## src/rtl/cwm_pkg.sv

```systemverilog
package cwm_pkg;
   typedef enum logic {
      CWM_IDLE  = 1'b0,
      CWM_ARMED = 1'b1
   } cwm_state_e;
endpackage

```

## src/rtl/cwm_ref_hold.sv

```systemverilog
module cwm_ref_hold #(
   parameter int WIDTH = 8
) (
   input  logic             clk,
   input  logic             rst_n,
   input  logic             load_i,
   input  logic [WIDTH-1:0] value_i,
   output logic [WIDTH-1:0] ref_o,
   output logic             differ_o
);
   logic [WIDTH-1:0] hold_q;

   always_ff @(posedge clk or negedge rst_n) begin
      if (!rst_n)      hold_q <= '0;
      else if (load_i) hold_q <= value_i;
   end

   assign ref_o    = hold_q;
   assign differ_o = |(hold_q ^ value_i);
endmodule

```

## src/rtl/cwm_window_timer.sv

```systemverilog
module cwm_window_timer #(
   parameter int NUM_CKS = 5
) (
   input  logic clk,
   input  logic rst_n,
   input  logic clear_i,
   input  logic adv_i,
   output logic last_o
);
   generate
      if (NUM_CKS == 1) begin : g_single
         logic unused_timer;
         assign unused_timer = clk ^ rst_n ^ clear_i ^ adv_i;
         assign last_o = 1'b1;
      end else begin : g_count
         localparam int CW = $clog2(NUM_CKS);
         localparam logic [CW-1:0] LAST = CW'(NUM_CKS - 1);
         logic [CW-1:0] cnt_q;

         always_ff @(posedge clk or negedge rst_n) begin
            if (!rst_n)       cnt_q <= '0;
            else if (clear_i) cnt_q <= '0;
            else if (adv_i)   cnt_q <= cnt_q + 1'b1;
         end

         assign last_o = (cnt_q == LAST);
      end
   endgenerate
endmodule

```

## src/rtl/change_window_monitor.sv

```systemverilog
module change_window_monitor #(
   parameter int WIDTH   = 8,
   parameter int NUM_CKS = 5
) (
   input  logic             clk,
   input  logic             rst_n,
   input  logic             start_i,
   input  logic [WIDTH-1:0] watch_i,
   output logic             err_o
);
   import cwm_pkg::*;

   generate
      if (WIDTH < 1) begin : g_bad_width
         $error("change_window_monitor: WIDTH must be at least 1");
      end
      if (NUM_CKS < 1) begin : g_bad_window
         $error("change_window_monitor: NUM_CKS must be at least 1");
      end
   endgenerate

   cwm_state_e       state_q;
   logic             err_q;
   logic             active_q;
   logic             load;
   logic             differ;
   logic             last;
   logic             adv;
   logic [WIDTH-1:0] ref_q;

   assign active_q = (state_q == CWM_ARMED);
   assign load     = !active_q && start_i;
   assign adv      = active_q && !differ && !last;

   cwm_ref_hold #(.WIDTH(WIDTH)) u_ref (
      .clk      (clk),
      .rst_n    (rst_n),
      .load_i   (load),
      .value_i  (watch_i),
      .ref_o    (ref_q),
      .differ_o (differ)
   );

   cwm_window_timer #(.NUM_CKS(NUM_CKS)) u_timer (
      .clk     (clk),
      .rst_n   (rst_n),
      .clear_i (load),
      .adv_i   (adv),
      .last_o  (last)
   );

   always_ff @(posedge clk or negedge rst_n) begin
      if (!rst_n) begin
         state_q <= CWM_IDLE;
         err_q   <= 1'b0;
      end else begin
         err_q <= 1'b0;
         case (state_q)
            CWM_IDLE: begin
               if (start_i) state_q <= CWM_ARMED;
            end
            CWM_ARMED: begin
               if (differ) begin
                  state_q <= CWM_IDLE;
               end else if (last) begin
                  state_q <= CWM_IDLE;
                  err_q   <= 1'b1;
               end
            end
            default: state_q <= CWM_IDLE;
         endcase
      end
   end

   assign err_o = err_q;
endmodule

```

## config.mk

```make
export PLATFORM = sky130hd
export DESIGN_NAME = change_window_monitor
export DESIGN_NICKNAME = d
export VERILOG_FILES = /design/src/rtl/cwm_pkg.sv /design/src/rtl/cwm_ref_hold.sv /design/src/rtl/cwm_window_timer.sv /design/src/rtl/change_window_monitor.sv
export SDC_FILE = /design/constraint.sdc
export NUM_CORES = 1
export LEC_CHECK = 0
export BUFFER_PORTS_ARGS = -buffer_cell sky130_fd_sc_hd__buf_2
export CAP_MARGIN = 25
export CORE_ASPECT_RATIO = 0.75
export CORE_MARGIN = 4
export CORE_UTILIZATION = 25
export CTS_BUF_LIST = sky130_fd_sc_hd__clkbuf_2
export DETAILED_ROUTE_END_ITERATION = 12
export PLACE_DENSITY_LB_ADDON = 0.08
export SLEW_MARGIN = 5
export SYNTH_ARGS = -nofsm -noshare
export SYNTH_HDL_FRONTEND = slang
export SYNTH_SLANG_ARGS = --single-unit
```

## constraint.sdc

```tcl
create_clock -name clk -period 1.5 [get_ports clk]
set_input_delay 0.3 -clock clk [delete_from_list [all_inputs] [get_ports clk]]
set_output_delay 0.3 -clock clk [all_outputs]
set_load 0.02 [all_outputs]
```

==> metrics <==
outcome completed; WL per Instance roughly 11 um; Min Clock Period, post-route 1.47 ns; final WL roughly 1300 um; launch point of the worst reg-to-reg path u_ref.ref_o[3]; Synth Register Bits 13; Cell Area, Synth 653 um2; synthesized instance count 71; crit path from u_ref.ref_o[3]; WL met2 between 500 and 600 um; Mean Syn Cell Area about 9.2 um2; Synth Flop Type dfrtp_1; Worst Setup Path Type register to register; DIE AREA about 0.0035 mm2; initial antenna violation count 0; Max Fclk around 700 MHz; static leakage about 0.38 nW; # DRC 0; ant diodes 0; Setup Skew 0.00734 ns; CTS sink cnt 13; delay-heaviest family, CP simple AND/OR/NAND/NOR gates; Finished Layout Cells 120; Post-synth EDFFs 0; cell with the most instances after synthesis nand2_1; Worst Tran Pin Value a little over 0.5 ns; slew margin rel. around 65%; Post-synth ARST share 100%; filler instances about 280; met1 WL between 600 and 700 um; GRT Resource Usage Total 9.60%; Iteration-0 DRC Markers 14; register area share after synthesis 49.8%; Die W about 67 um; crit path max fanout 4; max-slew violations 0; Placeable Area between 0.002 and 0.0025 mm2; RSZ-0062 raised after global routing true; area of the multi-input gates roughly 300 um2; CP Capture Type register; # H-tree levels 1; global-route wire length before repair approximately 2400 um; worst vdd ir around 0.00034 V; Min Hold Slack between 0.2 and 0.25 ns; wire length on met3 106 um; Clk Latency, worst-skew pair about 0.27 ns; Hold Vio Cnt, Final 0; Inst Count DP roughly 110; vias per inst 4.24; Top Ports 12; CP max-delay cell dfrtp_1; synth top area cells dfrtp_1 50%, nand2_1 11%, o21ai_0 4.6%, xnor2_1 4.0%, ha_1 3.8%; max_cap viols 0; Ys Warns 0; fin crit share 97.7%; Post-layout nets 100; Initial Utilization between 20% and 30%; CTS tree built; Sequential Area approximately 330 um2; Via Count 509; total global routing overflow 0; cell area power density 896 mW/mm2; final setup vio count 0; area share of the largest cell type after synthesis approximately half; CP Data Arrival Time approximately 1.6 ns; Root Buffer clkbuf_2; required time worst endpoint roughly 1.7 ns; top cells by count, synth 19 x nand2_1, 13 x dfrtp_1, 6 x o21ai_0; pin count of the biggest net entering global routing 14; Max Root-Sink Buffers 2; Setup WS post-layout 0.0343 ns; cell taking the most area after synthesis dfrtp_1; share of layout cells above drive strength 1 23.3%; post-place setup slack -0.0162 ns; hold_sp watch_i[4]; TritonRoute pass-1 iters 4; syn nets 84; max incr delay on CP 0.42 ns; vias in the first global route 507; Distinct cells, synth 20; startpoint types register; worst path cell trace a222oi_1 > and4bb_2 > and4b_1 > nor3_2; area grow syn2layout 19.9%; Die Ht about 52 um; Util after Layout 32.6%; number of CTS-inserted buffers 3; WP buf/inv 0; final antenna-violating net count 0; Placement Rows 15; PortBufs 11; max layer used met4; clock-pin transition on the worst setup and hold timing paths 0.13 ns; RD Place Congestion about 0.66; min-delay worst type input port to register
## path summary, 6_finish.rpt
kind                                             to  slack [ns]  depth (start not counted)
setup reg to reg           u_timer.g_count.cnt_q[2]        0.03                          4
setup / recovery           u_timer.g_count.cnt_q[2]        0.03                          4
max in group asynchronous  u_timer.g_count.cnt_q[1]        0.84                          2
hold / removal                       u_ref.ref_o[4]        0.24                          3
min in group asynchronous            u_ref.ref_o[2]        0.42                          2
hold reg to reg                      u_ref.ref_o[7]        0.51                          2
## worst min-delay path, delay by kind of cell
| family | cells | cell delay [ns] |
|---|---|---|
| buffers and inverters | 1 | 0.09 |
| AND/OR/NAND/NOR | 2 | 0.09 |
## cells in the final DEF, fill, tap and decap left out
| cell | n |
|---|---|
| buf_4 | 1 |
| a21oi_1 | 3 |
| nand4bb_1 | 1 |
| nor3_2 | 1 |
| nand3_1 | 3 |
| nor2_1 | 2 |
| and4bb_2 | 1 |
| a222oi_1 | 1 |
| clkbuf_2 | 4 |
| o21ai_0 | 4 |
| o21ai_1 | 2 |
| nor2b_2 | 1 |
| xor2_1 | 2 |
| inv_2 | 1 |
| nand2b_1 | 3 |
| buf_2 | 11 |
| nand2_1 | 19 |
| and2_1 | 1 |
| xnor2_1 | 3 |
| dfrtp_1 | 13 |
| inv_1 | 4 |
| and4b_1 | 1 |
| ha_1 | 2 |
| o2111ai_1 | 1 |
| dlygate4sd3_1 | 1 |
## layer usage
| layer | vias up | global-route usage, % |
|---|---|---|
| li1 | 269 | - |
| met1 | 226 | 12.3 |
| met2 | 12 | 13.4 |
| met3 | 2 | 5.58 |
| met4 | 0 | 3.03 |
| met5 | - | 0 |
## logic make-up after synthesis
group / after synthesis / share of synthesized area (%)
compound gates: 11 / 9.77
xor+xnor: 5 / 6.71
fa+ha+maj: 2 / 3.83
buf+inv: 7 / 4.02
flops: 13 / 49.8
simple gates: 33 / 25.9
## flip-flops by register name (all words and copies together) (netlist names)
| signal | flops |
|---|---|
| u_timer.g_count.cnt_q | 3 |
| err_o | 1 |
| u_ref.ref_o | 8 |
| active_q | 1 |
## final cells by class
class / instances / share of cell area (%)
inverters: 5 / 2.40
well taps: 34 / 5.43
repair buffers: 13 / 9.27
multi-input cells: 51 / 38.8
clock buffers: 4 / 2.56
flip-flops and latches: 13 / 41.5
## through the flow
stage	TNS (ns)	cell area [um2]	power, mW
after CTS	0	773	0.720
final	0	783	0.702
after global routing	-0.0557	783	0.753
after detailed placement	-0.0162	743	0.521
after floorplan	0	653	0.478
after global placement	0	743	0.519
## where the power goes
part	switching, mW	total [mW]	internal (mW)
logic	0.0618	0.114	0.0520
clock network	0.117	0.188	0.0707
registers	0.0192	0.401	0.382
## what timing repair did
| item | in CTS | in global routing |
|---|---|---|
| setup endpoints to repair | 1 | 10 |
| hold buffers | 1 | 0 |
| hold endpoints to repair | 13 | 0 |
| buffers inserted | 0 | 1 |
| pin swaps | 1 | 2 |
| gates resized for setup | 1 | 4 |
| cloned | 0 | 0 |
Note: power is estimated with default switching activity, not from simulation.
